### src/rtl/ckx_arb_pkg.sv
package ckx_arb_pkg;
  localparam int unsigned NUM_EXC = 4;
  localparam int unsigned CODE_W  = $clog2(NUM_EXC);

  typedef enum logic [CODE_W-1:0] {
    FIX_WDOG = 2'd0,
    FIX_REG  = 2'd1,
    FIX_MEM  = 2'd2,
    FIX_RES  = 2'd3
  } fix_src_e;

  typedef enum logic [1:0] {
    RS_IDLE    = 2'd0,
    RS_PATCH   = 2'd1,
    RS_RESTART = 2'd2,
    RS_FLUSH   = 2'd3
  } rec_state_e;
endpackage

### src/rtl/ckx_prio_enc.sv
module ckx_prio_enc
  import ckx_arb_pkg::*;
#(
  parameter int unsigned NF = NUM_EXC,
  localparam int unsigned CW = (NF > 1) ? $clog2(NF) : 1
) (
  input  logic [NF-1:0] flags,
  output logic          any,
  output logic [CW-1:0] code
);
  logic [NF-1:0] grant;

  assign grant[0] = flags[0];
  for (genvar g = 1; g < NF; g++) begin : g_grant
    assign grant[g] = flags[g] & ~(|flags[g-1:0]);
  end

  always_comb begin
    code = '0;
    for (int i = 0; i < NF; i++) begin
      if (grant[i]) code = CW'(i);
    end
  end

  assign any = |flags;
endmodule

### src/rtl/ckx_fix_mux.sv
module ckx_fix_mux
  import ckx_arb_pkg::*;
#(
  parameter int unsigned DW = 32
) (
  input  fix_src_e        sel,
  input  logic [DW-1:0]   reg_val,
  input  logic [DW-1:0]   mem_val,
  input  logic [DW-1:0]   res_val,
  output logic [DW-1:0]   out_val
);
  always_comb begin
    unique case (sel)
      FIX_WDOG: out_val = '0;
      FIX_REG:  out_val = reg_val;
      FIX_MEM:  out_val = mem_val;
      FIX_RES:  out_val = res_val;
      default:  out_val = '0;
    endcase
  end
endmodule

### src/rtl/ckx_rec_fsm.sv
module ckx_rec_fsm
  import ckx_arb_pkg::*;
(
  input  logic clk,
  input  logic rst_n,
  input  logic start,
  input  logic ack,
  output logic idle,
  output logic in_patch,
  output logic in_restart,
  output logic in_flush
);
  rec_state_e st_q, st_d;

  always_comb begin
    st_d = st_q;
    unique case (st_q)
      RS_IDLE:    if (start) st_d = RS_PATCH;
      RS_PATCH:   st_d = RS_RESTART;
      RS_RESTART: if (ack) st_d = RS_FLUSH;
      RS_FLUSH:   st_d = RS_IDLE;
      default:    st_d = RS_IDLE;
    endcase
  end

  always_ff @(posedge clk or negedge rst_n) begin
    if (!rst_n) st_q <= RS_IDLE;
    else        st_q <= st_d;
  end

  assign idle       = (st_q == RS_IDLE);
  assign in_patch   = (st_q == RS_PATCH);
  assign in_restart = (st_q == RS_RESTART);
  assign in_flush   = (st_q == RS_FLUSH);
endmodule

### src/rtl/ckx_commit_arb.sv
module ckx_commit_arb
  import ckx_arb_pkg::*;
#(
  parameter int unsigned DW = 32,
  parameter int unsigned AW = 32
) (
  input  logic              clk,
  input  logic              rst_n,
  input  logic              in_valid,
  output logic              in_ready,
  input  logic [NUM_EXC-1:0] err_flags,
  input  logic [DW-1:0]     reg_fix_val,
  input  logic [DW-1:0]     mem_fix_val,
  input  logic [DW-1:0]     res_fix_val,
  input  logic [AW-1:0]     inst_pc,
  input  logic [AW-1:0]     inst_npc,
  output logic              retire_en,
  output logic              patch_valid,
  output logic [CODE_W-1:0] patch_sel,
  output logic [DW-1:0]     patch_val,
  output logic              chk_restart,
  output logic [AW-1:0]     chk_restart_pc,
  input  logic              chk_restart_ack,
  output logic              core_flush,
  output logic [AW-1:0]     core_restart_pc
);
  logic              any_err;
  logic [CODE_W-1:0] win_code;
  logic [DW-1:0]     fix_val;
  logic              idle, in_patch, in_restart, in_flush;
  logic              take_exc;

  logic [CODE_W-1:0] sel_q;
  logic [DW-1:0]     val_q;
  logic [AW-1:0]     pc_q, npc_q;

  ckx_prio_enc #(.NF(NUM_EXC)) u_prio (
    .flags (err_flags),
    .any   (any_err),
    .code  (win_code)
  );

  ckx_fix_mux #(.DW(DW)) u_mux (
    .sel     (fix_src_e'(win_code)),
    .reg_val (reg_fix_val),
    .mem_val (mem_fix_val),
    .res_val (res_fix_val),
    .out_val (fix_val)
  );

  assign take_exc = idle && in_valid && any_err;

  ckx_rec_fsm u_fsm (
    .clk        (clk),
    .rst_n      (rst_n),
    .start      (take_exc),
    .ack        (chk_restart_ack),
    .idle       (idle),
    .in_patch   (in_patch),
    .in_restart (in_restart),
    .in_flush   (in_flush)
  );

  always_ff @(posedge clk or negedge rst_n) begin
    if (!rst_n) begin
      sel_q <= '0;
      val_q <= '0;
      pc_q  <= '0;
      npc_q <= '0;
    end else if (take_exc) begin
      sel_q <= win_code;
      val_q <= fix_val;
      pc_q  <= inst_pc;
      npc_q <= inst_npc;
    end
  end

  assign in_ready        = idle;
  assign retire_en       = idle && in_valid && !any_err;
  assign patch_valid     = in_patch;
  assign patch_sel       = sel_q;
  assign patch_val       = val_q;
  assign chk_restart     = in_restart;
  assign chk_restart_pc  = pc_q;
  assign core_flush      = in_flush;
  assign core_restart_pc = npc_q;
endmodule


### config.mk
export PLATFORM = sky130hd
export DESIGN_NAME = ckx_commit_arb
export DESIGN_NICKNAME = d
export VERILOG_FILES = /design/src/rtl/ckx_arb_pkg.sv /design/src/rtl/ckx_prio_enc.sv /design/src/rtl/ckx_fix_mux.sv /design/src/rtl/ckx_rec_fsm.sv /design/src/rtl/ckx_commit_arb.sv
export SDC_FILE = /design/constraint.sdc
export NUM_CORES = 1
export LEC_CHECK = 0
export ABC_AREA = 1
export BUFFER_PORTS_ARGS = -buffer_cell sky130_fd_sc_hd__buf_2
export CORE_ASPECT_RATIO = 0.75
export CORE_UTILIZATION = 45
export CTS_CLUSTER_DIAMETER = 80
export CTS_CLUSTER_SIZE = 8
export DETAILED_ROUTE_END_ITERATION = 6
export GPL_ROUTABILITY_DRIVEN = 0
export PLACE_DENSITY = 0.84
export SETUP_SLACK_MARGIN = 0.1
export SYNTH_ARGS = -nofsm -noshare
export SYNTH_HDL_FRONTEND = slang
export SYNTH_SLANG_ARGS = --single-unit
### constraint.sdc
create_clock -name clk -period 2.48 [get_ports clk]
set_input_delay 0.248 -clock clk [delete_from_list [all_inputs] [get_ports clk]]
set_output_delay 0.248 -clock clk [all_outputs]
set_load 0.02 [all_outputs]
# Word-level counts from Yosys, hierarchy flattened
# Index checks and enable logic that the tools add are counted.
[word_totals]
out_inout_bits = 103
regBits = 100
elab_cells = 36
input_bits = 168
[op_classes]
reduce_logical = 10
n_eq_ne = 8
bitwise = 6
mux = 7
[op_table]
columns = ["operator", "n"]
rows = [
  ["32-bit one-hot mux with 4 select lines", 1],
  ["2-bit == test, second input constant", 4],
  ["2-bit two-way mux", 4],
  ["2-bit one-hot mux with 4 select lines", 1],
  ["2-bit by 1-bit == test with 1-bit output, second input constant", 2],
  ["2-bit logical NOT", 2],
  ["2-bit by 1-bit inequality test with 1-bit output, second input constant", 2],
  ["4-bit OR reduction", 1],
  ["1-bit AND", 3],
  ["1-bit logical AND", 3],
  ["1-bit inverter", 3],
  ["3-bit OR reduction", 1],
  ["2-bit AND reduction", 1],
  ["2-bit OR reduction", 1],
  ["1-bit logical NOT", 1],
  ["1-bit two-way mux", 1],
]

# Logic depth before layout (Yosys ltp)
# Gate-level depths: netlist of run 1.
[depth]
depth_word = 7
mapped_depth = 10
ltp_nobuf = 9

# Hierarchy
# Synthesis of run 1 repeated with hierarchy kept, for this count alone.
[unflattened]
hier_cells = 620
hier_area_um2 = 5116.2
[modules_own_cells]
columns = ["module", "instances", "cells_per_inst", "seq_area_each_um2", "area_per_inst_um2"]
rows = [
  ["ckx_commit_arb", 1, 439, 2452.4, 4035.1],
  ["ckx_fix_mux", 1, 150, 0.0, 862.1],
  ["ckx_rec_fsm", 1, 22, 50.0, 170.2],
  ["ckx_prio_enc", 1, 9, 0.0, 48.8],
]

# Worst setup path after synthesis of run 1
# OpenSTA, ideal clock, no wires.
[synth_path]
path_kind = "reg2reg"
from = "register u_fsm.st_q[0]"
to = "register val_q[0] (netlist: patch_val[0])"
synth_period_minus_slack_ps = 1594
t_required_ps = 2363
setup_time_ps = 117
t_arrival_ps = 1478
path_buffers = 2
path_slack_ps = 886
stages_incl_launch_ff = 10
cell_sequence = "dfrtp_1 > inv_1 > ha_1 > nand2_1 > inv_1 > nand2_4 > buf_4 > buf_4 > nand2_1 > nand2_1"
[synth_via]
elab_chain_cells = 3
[synth_lines]
columns = ["element", "line_no", "text"]
rows = [
  ["from (decl)", "ckx_rec_fsm.sv:13", "rec_state_e st_q, st_d;"],
  ["from (signal assigned)", "ckx_rec_fsm.sv:28", "else st_q <= st_d;"],
  ["2-bit logical NOT", "ckx_rec_fsm.sv:31", "assign idle = (st_q == RS_IDLE);"],
  ["named net in_ready", "ckx_commit_arb.sv:10", "output logic in_ready,"],
  ["1-bit logical AND (2 in series)", "ckx_commit_arb.sv:51", "assign take_exc = idle && in_valid && any_err;"],
  ["to (signal assigned)", "ckx_commit_arb.sv:72", "val_q <= fix_val;"],
  ["to (decl)", "ckx_commit_arb.sv:34", "logic [DW-1:0] val_q;"],
]
# The timed path passes the listed nets, and every way through them passes these cells.
# A chain may end at the register's enable or synchronous reset.

# Worst setup path after layout of run 1
[layout_path]
from = "register u_fsm.st_q[0]"
to = "register pc_q[7] (netlist: chk_restart_pc[7])"
[layout_via]
elab_chain_cells = 3
[layout_lines]
columns = ["element", "line_no", "text"]
rows = [
  ["2-bit logical NOT", "ckx_rec_fsm.sv:31", ""],
  ["1-bit logical AND (2 in series)", "ckx_commit_arb.sv:51", ""],
  ["to (signal assigned)", "ckx_commit_arb.sv:73", "pc_q <= inst_pc;"],
  ["to (decl)", "ckx_commit_arb.sv:35", "logic [AW-1:0] pc_q, npc_q;"],
]
# Every way passes these cells.

==> reports/summary.log, run 1 <==
qor: status.run_status finished, final reports clean
qor: grt.grt.overflow.total 0
qor: job.max-cap-violations 0
qor: worst_setup_path.worst_setup_path_end_kind register
qor: logic_synthesis.synth_fp_nets 766
qor: logic_synthesis.yosysUniqueCellTypes 20
qor: clock_network.clk_latency 330 ps
qor: worst_setup_path.critical_path.startpoint_type register
qor: grt.grt_use_total 0.2567
qor: logic_synthesis.synth.ff_latch_count 100
qor: routing.antenna_violating_nets_post_route 0
qor: clock_network.clk_pin_slew 70 ps
qor: power_and_ir_drop.power.density_cell_area 1131 nW/um2
qor: worst_setup_path.crit_top_cell sky130_fd_sc_hd__nand2_1
qor: layout.flow.area_growth_from_synthesis 37.02%
qor: place.placement.io_buffers 270
qor: place.pre_cts_ws 556.7 ps
qor: grt.pin_count_of_the_biggest_net_entering_global_routing 99
qor: layout.nNetsFinal 1016
qor: die.fp.dieH 90.17 um
qor: sta.finalHoldViolCount 0
qor: layout.leading_cell_types_in_the_layout_fill_and_taps_excluded 331 x sky130_fd_sc_hd__nand2_1, 269 x sky130_fd_sc_hd__buf_2, 100 x sky130_fd_sc_hd__dfrtp_1
qor: worst_setup_path.critPathArrivalTime 2170 ps
qor: routing.route.vias.total 4898
qor: sta.finalMaxSlewViolations 0
qor: sta.highest_clock_rate 0.5254 GHz
qor: die.core_box_area 9852 um2
qor: power_and_ir_drop.power.ir.vdd_worst 549.0 uV
qor: worst_setup_path.cpPeakStageDelay 420 ps
qor: routing.wirelength_per_cell 13.68 um
qor: power_and_ir_drop.total_leakage_power 3.824 nW
qor: place.number_of_placed_instances_with_taps_included 963
qor: sta.timing.max_slew.rel_slack 0.3279
qor: layout.num_antenna_cells 0
qor: worst_hold_path.worst_hold_path_type primary input to register
qor: place.placement.cell_area 6063 um2
qor: routing.vias_per_cell 4.998
qor: worst_setup_path.required 2740 ps
qor: worst_setup_path.cp_cell_sequence inv_1 > ha_1 > nand2_1 > inv_1 > nand2_4 > inv_2 > buf_4 > nand2_1 > nand2_1
qor: grt.via_count_of_the_first_global_routing_pass 4563
qor: power_and_ir_drop.report.power.total 7.226 mW
qor: place.dp.final_hpwl 9655 um
qor: logic_synthesis.yosys_warnings 0
qor: sta.post-route-min-period 1903 ps
qor: layout.final_cell_area 6391 um2
qor: sta.setup-violations-final 0
qor: routing.drt_pre_antenna_iters 5
qor: sta.fin_ws 576.6 ps
qor: die.die_width 119.6 um
qor: logic_synthesis.synth_sequential_area_ratio 0.5365
qor: sta.tightest_slew 1007 ps
qor: sta.rsz0062_at_grt no
qor: routing.drt-initial-drc-count 330
qor: grt.initial_antenna_violation_count 0
qor: sta.timing.final.crit_share 0.7675
qor: layout.mostFrequentLayoutCell sky130_fd_sc_hd__nand2_1
qor: worst_setup_path.critical_path_class register to register
qor: worst_setup_path.path_buf_inv 4
qor: worst_setup_path.worstPathMaxFanout 25
qor: worst_setup_path.critPathTopFamily buffers and inverters
qor: die.die-area 10780 um2
qor: clock_network.cts_tree built
qor: die.initial_utilization 0.4735
qor: die.top_level_ports 271
qor: sta.fin_hold_ws 104.8 ps
qor: layout.finish.utilization 0.6487
qor: routing.drc 0
qor: worst_setup_path.critical-path-slowest-cell sky130_fd_sc_hd__dfrtp_1
qor: die.fp-row-count 31
qor: layout.fraction_of_layout_cells_with_a_size_suffix_above_1 0.3561
qor: logic_synthesis.post_synth.cell_area_avg 7.866 um2
qor: clock_network.cts_setup_buffers 0
qor: clock_network.cts_buffers 9
qor: clock_network.cts_sinks 100
qor: layout.post_layout_nonfiller_instances 980
qor: sta.maximum_clock_skew_at_final_layout 7.957 ps
qor: clock_network.deepest_clock_path_buffer_count 2
qor: clock_network.cts.root.buffer_cell sky130_fd_sc_hd__clkbuf_16
qor: grt.global_route_wire_length_before_repair 22110 um
qor: sta.setup_total_negative_slack 0 ps
qor: logic_synthesis.post_synth_instance_area 4664 um2
qor: routing.route.final.wire_length 13400 um
qor: clock_network.htreeDepth 3
qor: logic_synthesis.post_synth_inst_count 593
[power by group]
group	switching [mW]	leakage (nW)	internal, mW
logic	2.08	2.40	1.02
registers	0.355	1.27	2.31
clock network	0.604	0.157	0.850
total	3.04	3.82	4.18
[timing repair]
item | in CTS | in global routing
hold buffers | 1 | 0
hold endpoints to repair | 56 | 0
resized for setup | 0 | 0
[synth_stat cells (all sizes together)]
cell type	n	share of area
nand2	333	0.27
ha	5	0.013
or2	1	0.0013
nand3	66	0.071
buf	34	0.044
dfrtp	100	0.54
nand4	32	0.043
o21ai	2	0.0021
nor2	4	0.0059
clkbuf	7	0.0056
a21oi	1	0.0011
inv	8	0.0064
[kinds of logic (layout without fill, tap and decap cells)]
family          Yosys count  in the layout  share of synthesized area
flops                   100            100                     0.5365
simple gates            436            436                     0.3911
buf+inv                  49            304                    0.05580
compound gates            3              3                   0.003218
fa+ha+maj                 5              5                    0.01341
[state kept, by name, indices dropped and copies added (netlist names)]
register / cells
u_fsm.st_q: 2
chk_restart_pc: 32
patch_val: 32
patch_sel: 2
core_restart_pc: 32
[tightest hold or removal path, cell delays in order]
cell,delay (ps)
sky130_fd_sc_hd__buf_2,70
sky130_fd_sc_hd__nand2_1,40
sky130_fd_sc_hd__nand2_1,40
[area by class of cell]
class / instances / area, um2
Tap cell: 132 / 165.2
Clock buffer: 11 / 252.7
Timing Repair Buffer: 280 / 1469
Sequential cell: 100 / 2502
Inverter: 8 / 30.03
Fill cell: 894 / 3461
Multi-Input combinational cell: 444 / 1907
Clock inverter: 5 / 65.06
[path summary, 6_finish.rpt]
kind,start,depth (start not counted),endpoint,slack (ps)
max in group asynchronous,rst_n,3,chk_restart_pc[23],1480
max,u_fsm.st_q[0],9,chk_restart_pc[7],580
min in group asynchronous,rst_n,2,patch_val[9],270
max reg2reg,u_fsm.st_q[0],9,chk_restart_pc[7],580
min,inst_npc[4],3,core_restart_pc[4],100
min reg2reg,chk_restart_pc[30],2,chk_restart_pc[30],480
[metal layers]
metal / wire length, um / GRT usage
met3: 962 / 0.05711
met5: 0 / 0
met1: 5810 / 0.3401
met4: 325 / 0.07604
met2: 6305 / 0.4210
Note: power is estimated with default switching activity, not from simulation.
==> inputs of run 2 (changes only) <==
CORE_UTILIZATION = 44   (was 45)
PLACE_DENSITY = 0.82   (was 0.84)
clock period = 1.8 ns   (was 2.48 ns; I/O delays follow)
==> reports/summary.log, run 2 (synthesis results as in run 1) <==
qor: status.run_status finished, final reports clean
qor: place.placement.cell_area 6141 um2
qor: worst_setup_path.critical_path.startpoint_type register
qor: grt.pin_count_of_the_biggest_net_entering_global_routing 53
qor: worst_setup_path.path_buf_inv 4
qor: clock_network.htreeDepth 3
qor: die.initial_utilization 0.4533
qor: sta.fin_ws 193.5 ps
qor: layout.mostFrequentLayoutCell sky130_fd_sc_hd__nand2_1
qor: routing.antenna_violating_nets_post_route 0
qor: worst_setup_path.required 2020 ps
qor: layout.leading_cell_types_in_the_layout_fill_and_taps_excluded 331 x sky130_fd_sc_hd__nand2_1, 269 x sky130_fd_sc_hd__buf_2, 99 x sky130_fd_sc_hd__dfrtp_1
qor: die.fp.dieH 91.17 um
qor: sta.finalMaxSlewViolations 0
qor: worst_setup_path.worst_setup_path_end_kind register
qor: worst_setup_path.worstPathMaxFanout 24
qor: layout.post_layout_nonfiller_instances 994
qor: worst_setup_path.critPathArrivalTime 1830 ps
qor: worst_hold_path.worst_hold_path_type primary input to register
qor: grt.globalRouteMet3Util 0.05590
qor: worst_setup_path.crit_top_cell sky130_fd_sc_hd__nand2_1
qor: layout.num_antenna_cells 0
qor: grt.grt.overflow.total 0
qor: grt.via_count_of_the_first_global_routing_pass 4524
qor: place.pre_cts_ws -11.20 ps
qor: clock_network.cts_tree built
qor: layout.finish.utilization 0.6391
qor: clock_network.cts_sinks 100
qor: power_and_ir_drop.power.density_cell_area 1547 nW/um2
qor: grt.use_met1 0.3350
qor: layout.final_cell_area 6576 um2
qor: die.top_level_ports 271
qor: sta.highest_clock_rate 0.6225 GHz
qor: sta.maximum_clock_skew_at_final_layout 5.646 ps
qor: clock_network.cts_buffers 9
qor: sta.timing.max_slew.rel_slack 0.6589
qor: power_and_ir_drop.report.power.total 10.18 mW
qor: job.max-cap-violations 0
qor: grt.grt_use_total 0.2593
qor: worst_setup_path.cpPeakStageDelay 430 ps
qor: routing.drt-initial-drc-count 309
qor: grt.global_route_wire_length_before_repair 22280 um
qor: place.dp.final_hpwl 9964 um
qor: worst_setup_path.critical_path_class register to register
qor: power_and_ir_drop.total_leakage_power 3.894 nW
qor: sta.fin_hold_ws 42.21 ps
qor: sta.tightest_slew 511.6 ps
qor: routing.route.final.wire_length 14350 um
qor: grt.global_route.usage.met2 0.4362
qor: clock_network.deepest_clock_path_buffer_count 2
qor: die.core_box_area 10290 um2
qor: sta.timing.final.crit_share 0.8925
qor: clock_network.clk_pin_slew 70 ps
qor: die.die_width 120.9 um
qor: sta.setup_total_negative_slack 0 ps
qor: layout.flow.area_growth_from_synthesis 40.99%
qor: routing.wirelength_per_cell 14.44 um
qor: grt.grt_busiest_layer met2
qor: worst_setup_path.critical-path-slowest-cell sky130_fd_sc_hd__dfrtp_1
qor: worst_setup_path.cp_cell_sequence inv_2 > ha_2 > nand2_1 > inv_2 > nand2_8 > buf_4 > clkbuf_16 > nand2_1 > nand2_1
qor: grt.initial_antenna_violation_count 0
qor: sta.finalHoldViolCount 0
qor: die.die-area 11020 um2
qor: worst_setup_path.critPathTopFamily buffers and inverters
qor: sta.rsz0062_at_grt no
qor: sta.post-route-min-period 1607 ps
qor: routing.drc 0
qor: layout.fraction_of_layout_cells_with_a_size_suffix_above_1 0.3695
qor: clock_network.cts.root.buffer_cell sky130_fd_sc_hd__clkbuf_16
qor: routing.vias_per_cell 4.947
qor: place.placement.io_buffers 270
qor: routing.drt_pre_antenna_iters 4
qor: place.number_of_placed_instances_with_taps_included 970
qor: power_and_ir_drop.power.ir.vdd_worst 737.7 uV
qor: layout.nNetsFinal 1027
qor: sta.setup-violations-final 0
qor: clock_network.clk_latency 330 ps
qor: routing.route.vias.total 4917
qor: die.fp-row-count 32
-- run 2: cell types whose count changed in the layout (fill, tap and decap cells not counted), sizes merged --
cell	delta
buf	+9
clkinvlp	+2
bufinv	-1
clkbuf	+1
clkinv	-1
-- run 2: worst paths after layout --
path | from | to | slack, ps | cells after the start
max in group asynchronous | rst_n | core_restart_pc[21] | 870 | 3
worst min-delay path | inst_npc[7] | core_restart_pc[7] | 40 | 3
worst max register to register | u_fsm.st_q[1] | core_restart_pc[13] | 190 | 9
worst max-delay path | u_fsm.st_q[1] | core_restart_pc[13] | 190 | 9
min in group asynchronous | rst_n | chk_restart_pc[10] | 360 | 2
worst min register to register | chk_restart_pc[18] | chk_restart_pc[18] | 470 | 2
-- run 2: routing by layer --
metal	wire length (um)	part of all wire	up-vias
met5	0	0	-
met4	287	0.020	0
met3	910	0.063	26
met2	7015	0.49	203
met1	6138	0.43	2282
li1	-	-	2406
-- run 2: layout make-up --
type / instances / area [um2]
sequential: 100 / 2504
timing repair buffer: 291 / 1664
inverter: 8 / 37.54
clock buffer: 10 / 239.0
multi-input combinational: 444 / 1918
clock inverter: 5 / 43.79
tap: 136 / 170.2
fill: 948 / 3714
-- run 2: where the power goes --
part	switching, mW	total, mW	internal [mW]
logic	3.02	4.66	1.64
registers	0.505	3.69	3.18
clock network	0.842	1.83	0.988
-- run 2: worst register-to-register path, delay by kind of cell, from the launching register on --
| kind | cells | cell delay (ps) |
|---|---|---|
| adders and majority gates | 1 | 190 |
| buffers and inverters | 4 | 550 |
| DFF | 1 | 430 |
| and+or+nand+nor | 4 | 320 |
-- run 2: repair_timing --
item	4_1_cts	5_1_grt
pin swaps	0	1
gates cloned	1	2
endpoints found under the setup margin	48	98
resized for setup	2	9
hold buffers	1	0
hold endpoints to repair	37	0
buffers inserted	0	5
==> inputs of run 3 (changes only) <==
CORE_UTILIZATION = 30   (was 44)
PLACE_DENSITY = 0.61   (was 0.82)
REMOVE_ABC_BUFFERS = 1   (was unset)
clock period = 1.75 ns   (was 1.8 ns; I/O delays follow)
==> reports/summary.log, run 3 (synthesis results as in run 1) <==
qor: status.run_status finished, final reports clean
qor: layout.fraction_of_layout_cells_with_a_size_suffix_above_1 0.3645
qor: routing.route.final.wire_length 14120 um
qor: power_and_ir_drop.net-switching-power 4.392 mW
qor: worst_setup_path.required 1570 ps
qor: place.placement.cell_area 6206 um2
qor: sta.timing.max_slew.rel_slack 0.6173
qor: grt.global_route_wire_length_before_repair 21630 um
qor: grt.via_count_of_the_first_global_routing_pass 4384
qor: die.die-area 16060 um2
qor: power_and_ir_drop.internal-power 5.812 mW
qor: routing.vias_per_cell 4.493
qor: power_and_ir_drop.power.density_cell_area 1559 nW/um2
qor: power_and_ir_drop.power_switching_share 0.4304
qor: sta.setup-violations-final 0
qor: clock_network.clk_latency 340 ps
qor: clock_network.cts_tree built
qor: power_and_ir_drop.power.combinational.fraction 0.444
qor: sta.finalHoldViolCount 0
qor: power_and_ir_drop.power.clock.fraction 0.187
qor: sta.highest_clock_rate 0.6408 GHz
qor: worst_setup_path.critPathArrivalTime 1390 ps
qor: layout.mostFrequentLayoutCell sky130_fd_sc_hd__nand2_1
qor: die.die_width 146.0 um
qor: routing.antenna_violating_nets_post_route 0
qor: place.placement.io_buffers 270
qor: grt.grt.overflow.total 0
qor: worst_setup_path.critical_path.startpoint_type register
qor: clock_network.clk_pin_slew 70 ps
qor: die.top_level_ports 271
qor: routing.wirelength_per_cell 13.30 um
qor: worst_hold_path.worst_hold_path_type primary input to register
qor: sta.timing.final.crit_share 0.8918
qor: die.core_box_area 15220 um2
qor: sta.tightest_slew 574.0 ps
qor: job.max-cap-violations 0
qor: sta.fin_hold_ws 23.86 ps
qor: layout.nNetsFinal 1024
qor: grt.use_met1 0.2175
qor: grt.global_route.usage.met2 0.2785
qor: layout.final_cell_area 6545 um2
qor: layout.n_fill_cell 1600
qor: layout.flow.area_growth_from_synthesis 40.32%
qor: grt.initial_antenna_violation_count 0
qor: worst_setup_path.critical_path_class register to output port
qor: clock_network.htreeDepth 3
qor: routing.route.vias.total 4767
qor: layout.multi_input_area 1909 um2
qor: power_and_ir_drop.power.ir.vdd_worst 869.7 uV
qor: sta.rsz0062_at_grt yes
qor: layout.leading_cell_types_in_the_layout_fill_and_taps_excluded 331 x sky130_fd_sc_hd__nand2_1, 269 x sky130_fd_sc_hd__buf_2, 100 x sky130_fd_sc_hd__dfrtp_1
qor: routing.drt_pre_antenna_iters 6
qor: sta.maximum_clock_skew_at_final_layout 7.919 ps
qor: sta.finalMaxSlewViolations 0
qor: grt.globalRouteMet3Util 0.05514
qor: die.fp-row-count 39
qor: routing.drt-initial-drc-count 229
qor: clock_network.cts.root.buffer_cell sky130_fd_sc_hd__clkbuf_16
qor: power_and_ir_drop.total_leakage_power 3.848 nW
qor: grt.grt_use_total 0.1699
qor: power_and_ir_drop.seq_power_share 0.369
qor: die.fp.dieH 110.0 um
qor: layout.ff_latch_area 2502 um2
qor: clock_network.cts_buffers 9
qor: sta.post-route-min-period 1561 ps
qor: worst_setup_path.worstPathMaxFanout 4
qor: clock_network.cts_sinks 100
qor: die.initial_utilization 0.3064
qor: routing.drc 0
qor: layout.num_antenna_cells 0
qor: clock_network.deepest_clock_path_buffer_count 2
qor: grt.pin_count_of_the_biggest_net_entering_global_routing 101
qor: worst_setup_path.worst_setup_path_end_kind output port
qor: grt.grt_busiest_layer met2
qor: place.dp.final_hpwl 10100 um
-- run 3: power groups by stage --
stage          clock network [mW]  logic [mW]  registers (mW)
2_1_floorplan                   0        1.48            4.94
3_3_place_gp                    0        4.44            3.80
3_5_place_dp                    0        4.51            3.78
4_1_cts                      2.00        4.51            3.77
5_1_grt                      2.09        5.03            3.89
6_report                     1.91        4.53            3.76
-- run 3: worst max-delay path, cell delays in order (launching register included) --
cell and delay [ps]:
sky130_fd_sc_hd__dfrtp_1 410, sky130_fd_sc_hd__inv_2 90, sky130_fd_sc_hd__ha_2 190, sky130_fd_sc_hd__nand2_1 70, sky130_fd_sc_hd__nor2_1 110, sky130_fd_sc_hd__buf_2 180
-- run 3: per-stage QoR --
step           utilization  power (mW)  std cells  TNS, ps  worst slack [ps]
2_1_floorplan            -       6.425        552  -136380             -1504
3_3_place_gp        0.4076       8.237       1041        0             152.5
3_5_place_dp        0.4076       8.289       1041        0             105.4
4_1_cts             0.4273       10.28       1058        0             120.0
5_1_grt             0.4299       11.01       1061        0             56.54
6_report            0.4299       10.20       1061        0             189.3
-- run 3: per-layer routing --
| metal | vias up | share of wire | routed length [um] |
|---|---|---|---|
| met5 | - | 0 | 0 |
| met3 | 13 | 0.081 | 1144 |
| li1 | 2395 | - | - |
| met2 | 196 | 0.46 | 6446 |
| met1 | 2163 | 0.45 | 6396 |
| met4 | 0 | 0.0090 | 127 |
-- run 3: repair_timing --
action | CTS | global route
gates resized for setup | 1 | 7
endpoints found under the hold margin | 100 | 0
cloned | 0 | 0
endpoints found under the setup margin | 10 | 77
buffers inserted | 0 | 3
hold buffers | 1 | 0
-- run 3: layout make-up --
type,instances,share of cell area
clock buffers,10,0.03498
repair buffers,288,0.2384
clock inverters,6,0.008603
well taps,205,0.03919
multi-input cells,444,0.2917
inverters,8,0.004779
flip-flops and latches,100,0.3823
-- run 3: final timing paths --
path | start | to | slack, ps | depth (start not counted)
max in group asynchronous | rst_n | core_restart_pc[31] | 870 | 3
worst max register to register | u_fsm.st_q[0] | chk_restart_pc[1] | 210 | 9
worst min register to register | core_restart_pc[18] | core_restart_pc[18] | 470 | 2
min in group asynchronous | rst_n | chk_restart_pc[0] | 410 | 3
worst max-delay path | u_fsm.st_q[0] | retire_en | 190 | 5
worst min-delay path | inst_pc[20] | chk_restart_pc[20] | 20 | 3
